--- config.mk ---
export PLATFORM = sky130hd
export DESIGN_NAME = serial_flag_pins
export DESIGN_NICKNAME = d
export VERILOG_FILES = /design/src/rtl/sflag_pkg.sv /design/src/rtl/sflag_sync.sv /design/src/rtl/sflag_enable.sv /design/src/rtl/sflag_lane.sv /design/src/rtl/serial_flag_pins.sv
export SDC_FILE = /design/constraint.sdc
export NUM_CORES = 1
export LEC_CHECK = 0
export BUFFER_PORTS_ARGS = -buffer_cell sky130_fd_sc_hd__buf_2
export CAP_MARGIN = 20
export CELL_PAD_IN_SITES_DETAIL_PLACEMENT = 1
export CELL_PAD_IN_SITES_GLOBAL_PLACEMENT = 2
export CORE_MARGIN = 2
export CORE_UTILIZATION = 31
export CTS_CLUSTER_SIZE = 25
export DETAILED_ROUTE_END_ITERATION = 10
export GPL_ROUTABILITY_DRIVEN = 0
export PLACE_DENSITY = 0.81
export REMOVE_ABC_BUFFERS = 1
export SYNTH_ARGS = -nofsm -noshare
export SYNTH_HDL_FRONTEND = slang
export SYNTH_SLANG_ARGS = --single-unit
--- constraint.sdc ---
create_clock -name clk -period 1.3 [get_ports clk]
set_input_delay 0.065 -clock clk [delete_from_list [all_inputs] [get_ports clk]]
set_output_delay 0.065 -clock clk [all_outputs]
set_load 0.02 [all_outputs]
--- src/rtl/sflag_pkg.sv ---
package sflag_pkg;
  localparam int NUM_FLAGS = 2;

  typedef struct packed {
    logic rx_first;
    logic rx_word;
    logic tx_load;
    logic tx_first;
  } sflag_strobe_t;
endpackage

--- src/rtl/sflag_sync.sv ---
module sflag_sync #(
  parameter int STAGES = 2,
  parameter int WIDTH  = 2
) (
  input  logic             clk,
  input  logic             rst_n,
  input  logic [WIDTH-1:0] d_async,
  output logic [WIDTH-1:0] q_sync
);
  logic [WIDTH-1:0] chain [STAGES];

  genvar s;
  generate
    for (s = 0; s < STAGES; s++) begin : g_stage
      always_ff @(posedge clk or negedge rst_n) begin
        if (!rst_n) chain[s] <= '0;
        else if (s == 0) chain[s] <= d_async;
        else chain[s] <= chain[(s == 0) ? 0 : s-1];
      end
    end
  endgenerate

  assign q_sync = chain[STAGES-1];
endmodule

--- src/rtl/sflag_enable.sv ---
module sflag_enable
  import sflag_pkg::*;
(
  input  logic                 sync_mode,
  input  logic                 tx1_enable,
  input  logic                 tx2_enable,
  input  logic                 flag1_is_drive_en,
  output logic [NUM_FLAGS-1:0] lane_en
);
  always_comb begin
    lane_en    = '0;
    lane_en[0] = sync_mode & ~tx1_enable;
    lane_en[1] = sync_mode & ~tx2_enable & ~flag1_is_drive_en;
  end
endmodule

--- src/rtl/sflag_lane.sv ---
module sflag_lane
  import sflag_pkg::*;
(
  input  logic          clk,
  input  logic          rst_n,
  input  logic          lane_en,
  input  logic          dir_out,
  input  logic          pin_sync,
  input  logic          of_bit,
  input  sflag_strobe_t strb,
  output logic          status_bit,
  output logic          pin_out,
  output logic          pin_oe
);
  logic in_hold_q, status_q;
  logic out_stage_q, out_drive_q;
  logic oe_q;
  logic capture_in;

  assign capture_in = strb.rx_first & lane_en & ~dir_out;

  always_ff @(posedge clk or negedge rst_n) begin
    if (!rst_n) begin
      in_hold_q <= 1'b0;
      status_q  <= 1'b0;
    end else begin
      if (capture_in)   in_hold_q <= pin_sync;
      if (strb.rx_word) status_q  <= in_hold_q;
    end
  end

  always_ff @(posedge clk or negedge rst_n) begin
    if (!rst_n) begin
      out_stage_q <= 1'b0;
      out_drive_q <= 1'b0;
    end else begin
      if (strb.tx_load)  out_stage_q <= of_bit;
      if (strb.tx_first) out_drive_q <= out_stage_q;
    end
  end

  always_ff @(posedge clk or negedge rst_n) begin
    if (!rst_n) oe_q <= 1'b0;
    else        oe_q <= lane_en & dir_out;
  end

  assign status_bit = status_q;
  assign pin_oe     = oe_q;
  assign pin_out    = oe_q & out_drive_q;


  hold_stable_chk: assert property (@(posedge clk) disable iff (!rst_n)
    !strb.rx_first |=> $stable(in_hold_q));

  status_stable_chk: assert property (@(posedge clk) disable iff (!rst_n)
    !strb.rx_word |=> $stable(status_q));

  stage_stable_chk: assert property (@(posedge clk) disable iff (!rst_n)
    !strb.tx_load |=> $stable(out_stage_q));

  drive_stable_chk: assert property (@(posedge clk) disable iff (!rst_n)
    !strb.tx_first |=> $stable(out_drive_q));

  lane_off_chk: assert property (@(posedge clk) disable iff (!rst_n)
    !lane_en |=> !pin_oe);

  always_comb begin
    gated_out_chk: assert (pin_oe || !pin_out);
  end
endmodule

--- src/rtl/serial_flag_pins.sv ---
module serial_flag_pins
  import sflag_pkg::*;
#(
  parameter int SYNC_STAGES = 2
) (
  input  logic       clk,
  input  logic       rst_n,
  input  logic       sync_mode,
  input  logic [1:0] flag_dir,
  input  logic       tx1_enable,
  input  logic       tx2_enable,
  input  logic       flag1_is_drive_en,
  input  logic [1:0] out_flag,
  input  logic       rx_first_bit,
  input  logic       rx_word_latched,
  input  logic       tx_word_loaded,
  input  logic       tx_first_bit,
  input  logic [1:0] pin_in,
  output logic [1:0] pin_out,
  output logic [1:0] pin_oe,
  output logic [1:0] flag_status
);
  logic [NUM_FLAGS-1:0] lane_en;
  logic [NUM_FLAGS-1:0] pin_sync;
  sflag_strobe_t        strb;

  assign strb = '{rx_first: rx_first_bit, rx_word: rx_word_latched,
                  tx_load: tx_word_loaded, tx_first: tx_first_bit};

  sflag_enable u_enable (
    .sync_mode         (sync_mode),
    .tx1_enable        (tx1_enable),
    .tx2_enable        (tx2_enable),
    .flag1_is_drive_en (flag1_is_drive_en),
    .lane_en           (lane_en)
  );

  sflag_sync #(.STAGES(SYNC_STAGES), .WIDTH(NUM_FLAGS)) u_sync (
    .clk     (clk),
    .rst_n   (rst_n),
    .d_async (pin_in),
    .q_sync  (pin_sync)
  );

  genvar i;
  generate
    for (i = 0; i < NUM_FLAGS; i++) begin : g_lane
      sflag_lane u_lane (
        .clk        (clk),
        .rst_n      (rst_n),
        .lane_en    (lane_en[i]),
        .dir_out    (flag_dir[i]),
        .pin_sync   (pin_sync[i]),
        .of_bit     (out_flag[i]),
        .strb       (strb),
        .status_bit (flag_status[i]),
        .pin_out    (pin_out[i]),
        .pin_oe     (pin_oe[i])
      );
    end
  endgenerate


  async_mode_off_chk: assert property (@(posedge clk) disable iff (!rst_n)
    !sync_mode |=> (pin_oe == 2'b00));

  flag1_blocked_chk: assert property (@(posedge clk) disable iff (!rst_n)
    (tx2_enable || flag1_is_drive_en) |=> !pin_oe[1]);
endmodule

* Yosys cells after proc, flatten, opt, wreduce, memory -nomap -nowiden
Cells that the tools add are included.
** Storage, ports and cells
- Register bits :: 14
- Input port bits :: 16
- Output and inout port bits :: 6
** Operators by class
- Bitwise gates (word level) :: 16
** Operators with widths (count)
- $and 1x1->1 :: 11
- $not 1->1 :: 5

* Longest topological paths before layout
- Depth after elaboration :: 5
- Gate-level depth with buffers :: 3

* Hierarchy
Synthesis repeated with hierarchy kept, for this count alone.
** Unflattened totals
- Cells, all modules :: 32
- Area total of the unflattened synthesis :: 549.3 µm²
** By module, submodules not included
- sflag_lane :: times used 2, cells each 12, area an instance 207.7 µm²
- sflag_sync :: times used 1, cells each 6, area an instance 115.1 µm²
- sflag_enable :: times used 1, cells each 2, area an instance 18.8 µm²

* Worst setup path after synthesis
Ideal clock, no wire load.
- Path type :: input port to flip-flop
- From :: in tx2_enable
- To :: reg g_lane[1].u_lane.in_hold_q
- Arrival :: 0.627 ns
- Path slack :: 0.548 ns
- Stages :: 3
- Cell sequence :: nor3b_2 > nand3b_1 > mux2_4
** Between the ends
- Word-level cells in the longest chain between the ends :: 5
** Ends and longest elaborated chain
- start: declaration :: line serial_flag_pins.sv:11 : input logic tx2_enable,
- $not 1->1 :: line sflag_enable.sv:13 : lane_en[1] = sync_mode & ~tx2_enable & ~flag1_is_drive_en;
- $and 1x1->1 (2 in series) :: line sflag_enable.sv:13
- $and 1x1->1 (2 in series) :: line sflag_lane.sv:20 : assign capture_in = strb.rx_first & lane_en & ~dir_out;
- end signal: assignment :: line sflag_lane.sv:27 : if (capture_in) in_hold_q <= pin_sync;
- end: declaration :: line sflag_lane.sv:15 : logic in_hold_q, status_q;
No other way between the ends.
A chain may end at the register's enable or synchronous reset.

* Final worst setup path
- From :: reg g_lane[1].u_lane.oe_q
- To :: out pin_out[1]
** Between the ends
- Word-level cells in the longest chain between the ends :: 1
** Ends and longest elaborated chain
- start: declaration :: line sflag_lane.sv:17 : logic oe_q;
- start signal: assignment :: line sflag_lane.sv:44 : else oe_q <= lane_en & dir_out;
- $and 1x1->1 :: line sflag_lane.sv:49 : assign pin_out = oe_q & out_drive_q;
- end: declaration :: line serial_flag_pins.sv:19 : output logic [1:0] pin_out,
No other way between the ends.

==> results.txt <==
* Aggregate routed wire length: 959 um
- Number of different library cells in the post-synthesis netlist: 11
- Maximum cell stage delay along the critical path: 0.38 ns
* Fmax: 984.4 MHz
- The number of clock buffers added by TritonCTS is 3.
- Number of hold buffers added after cts: 3
- Worst Path Class, Setup: flip-flop to output pin
- Of all nets on the critical path, the largest fanout is 2.
- Overall overflow remaining after global route: 0
* Met2 wire length: 523 um
- Avg Inst Size Synth: 15.77 sq um
* Setup repair after global routing missed its margin: false
* Register bit total from synthesis: 14
* Overall via count from detail_route: 344
- After detailed routing, the number of vias per cell comes to 4.247.
* Remaining number of nets flagged by the antenna check after routing: 0
- Setup violations remaining at the end of the flow were counted as 0.
- The tool flagged a number of max-cap violations equal to 0.
- Number of antenna violations at the first check in global routing: 0
- The worst setup path is captured at an output pin.
- Final number of hold-violating endpoints: 0
- Worst hold path startpoint: out_flag[1]
- Final routed wire length divided by cell count: 11.84 um
- Maximum number of buffers from clock root to sink: 2
- Worst skew pair latency: 0.27 ns
* H-tree Lvls: 1
- Counting every instance in the synthesized netlist gives 35.
* Number of nets in the finished design: 74
- Worst-margin pin slew: 0.3020 ns
- Crit Reg-Reg Startpoint: g_lane[0].u_lane.in_hold_q
* Post-CTS Repair Setup Buffers: 0
- Final Critical Period: 1.016 ns
- At the worst endpoint, the arrival time is 0.95 ns.
- The total count of max-transition violations in the final report is 0.
* Number of rows created at floorplan: 15
- Area Growth Syn to Fin: 26.08%
* Number of violations reported at the end of detailed-routing iteration 0: 0
- Cell Chain, Critical Path: and2_1 > buf_2
- The repair_antennas step left the layout with diodes totalling 0.
- Amount of wire on met3 after detailed routing: 102 um
* Port Buffers: 21
- The number of gates resized after CTS was 0.
* Ratio of total power to cell area: 1279 nW/um^2
- The most critical setup path has its endpoint at pin_out[1].
- Overall track demand over capacity in global routing: 11.86%
- The tightest min-delay check is of the input port to flip-flop type.
- IR analysis of the VDD net gives a maximum drop of 0.6689 mV.
* Metal-1 WL: 327 um
- Portion of the post-synthesis area used by sequential elements: 63.49%
- Tracing the worst setup path back leads to its startpoint at g_lane[1].u_lane.pin_oe.
- Clock-pin slew was measured on the worst setup and hold paths at 0.07 ns.
* Number of DRC violations after detailed routing: 0
* Number of search-and-repair iterations in the first detailed-routing pass: 1
- Required @ worst endpoint: 1.24 ns
- Number of warnings reported in the yosys synthesis log: 0
- CTS tree: done
* First-pass GRT wire length: 1.676 mm
- Clock tree root buffer cell: clkbuf_4
* Highest metal layer with signal wires: met4
* DIE AREA: 2134 sq um
- Of the available clock period, the critical path in the final layout requires 78.14%.
* Maximum number of pins on one net before global-route repair: 15
- Path depth of the worst reg2reg path: 1
- The clock drives 14 sinks.
- Status: completed
* Area of the core: 1708 sq um
- Chip Height: 46.19 um
* Die Wd: 46.19 um
- Via count of the first global-routing pass: 418
- After filler insertion, the fill cell instance count of the layout stands at 195.
- Final setup TNS: 0 ns
- Cells fill 40.73% of the core in the end.
* Total standard cell area after synthesis: 551.8 sq um
* Reg2reg setup slack: 0.49 ns
- Standby leakage power: 0.0003494 uW
- Worst slew margin relative to its limit: 79.87%
* Critical R2R Capture: g_lane[0].u_lane.in_hold_q
- The initial utilization of the core area, before any placement, comes to 32.31%.
* Cell type of the slowest stage on the worst timing path: dfrtp_1
- Ratio of cells with drive above 1 in the final layout: 60.71%
- STA classifies the critical path startpoint as a flip-flop.
* Total I/O pin count: 22
- Layout Skew: 0.002039 ns
synthesized netlist by cell type:
cell / n / area [sq um]
mux2_4: 1 / 15.01
nand3b_1: 1 / 7.510
and2_2: 1 / 7.510
mux2_1: 1 / 11.26
and4bb_1: 1 / 12.51
mux2_2: 6 / 67.56
and3b_2: 1 / 10.01
dfrtp_1: 14 / 350.3
buf_4: 6 / 45.04
nor3b_2: 1 / 12.51
and2_1: 2 / 12.51
per-layer routing:
metal | vias up | global-route usage, %
met1 | 166 | 10.84
met2 | 20 | 21.39
met3 | 2 | 7.451
met5 | - | 0
met4 | 0 | 3.429
li1 | 156 | -
power breakdown:
group / switching [uW] / internal (uW) / leakage [uW] / total (uW)
Sequential: 27.8 / 490 / 0.000169 / 518
Combinational: 66.6 / 80.6 / 0.000166 / 147
Clock: 117 / 107 / 0.0000138 / 224
Total: 212 / 678 / 0.000349 / 890
flip-flops by register name, indices dropped and copies added (netlist names):
signal	count
g_lane.u_lane.pin_oe	2
g_lane.u_lane.in_hold_q	2
g_lane.u_lane.status_bit	2
u_sync.chain	2
g_lane.u_lane.out_stage_q	2
u_sync.q_sync	2
g_lane.u_lane.out_drive_q	2
cells in the final DEF (no fill, tap or decap):
| cell type | n |
|---|---|
| mux2_1 | 1 |
| dfrtp_1 | 14 |
| mux2_4 | 1 |
| clkbuf_4 | 3 |
| nor3b_2 | 1 |
| and2_2 | 1 |
| and3b_2 | 1 |
| and2_1 | 2 |
| and4bb_1 | 1 |
| buf_2 | 21 |
| mux2_2 | 6 |
| dlygate4sd3_1 | 3 |
| nand3b_1 | 1 |
cells by family (layout without fill, tap and decap cells):
kind of cell	count (synthesis)	in the layout	synth area share [%]
buffers and inverters	6	27	8.163
muxes	8	8	17.00
DFF	14	14	63.49
and+or+nand+nor	7	7	11.34
final cells by class:
class / count / area (sq um) / area share [%]
multi-input combinational: 15 / 156.4 / 22.48
timing repair buffer: 24 / 135.1 / 19.42
tap: 25 / 31.28 / 4.496
clock buffer: 3 / 22.52 / 3.237
sequential: 14 / 350.3 / 50.36
per-stage QoR:
stage | hold slack (ns) | instances | power [uW] | cell area, sq um | setup slack, ns
CTS | 0.01521 | 81 | 911.7 | 695.7 | 0.2648
floorplan | -0.2306 | 29 | 597.2 | 506.7 | 0.4740
finish | 0.02683 | 81 | 889.5 | 695.7 | 0.2841
detailed placement | -0.02760 | 75 | 671.4 | 643.1 | 0.3609
global route | 0.02244 | 81 | 948.3 | 695.7 | 0.2206
global placement | -0.03332 | 75 | 660.1 | 643.1 | 0.3797
critical path, delay by kind of cell (launching register included):
family | cells | cell delay (ns)
and+or+nand+nor | 1 | 0.15
buffers and inverters | 1 | 0.15
DFF | 1 | 0.38
worst min-delay path by stage:
stage / depth (start not counted) / endpoint / slack, ns
final: 2 / g_lane[1].u_lane.out_stage_q / 0.03
after global routing: 2 / g_lane[0].u_lane.out_stage_q / 0.02
after CTS: 2 / g_lane[0].u_lane.out_stage_q / 0.02
after detailed placement: 1 / g_lane[1].u_lane.status_bit / -0.03
after global placement: 1 / g_lane[0].u_lane.status_bit / -0.03
after floorplan: 0 / g_lane[0].u_lane.in_hold_q / -0.23
(Power assumes the default switching activity.)
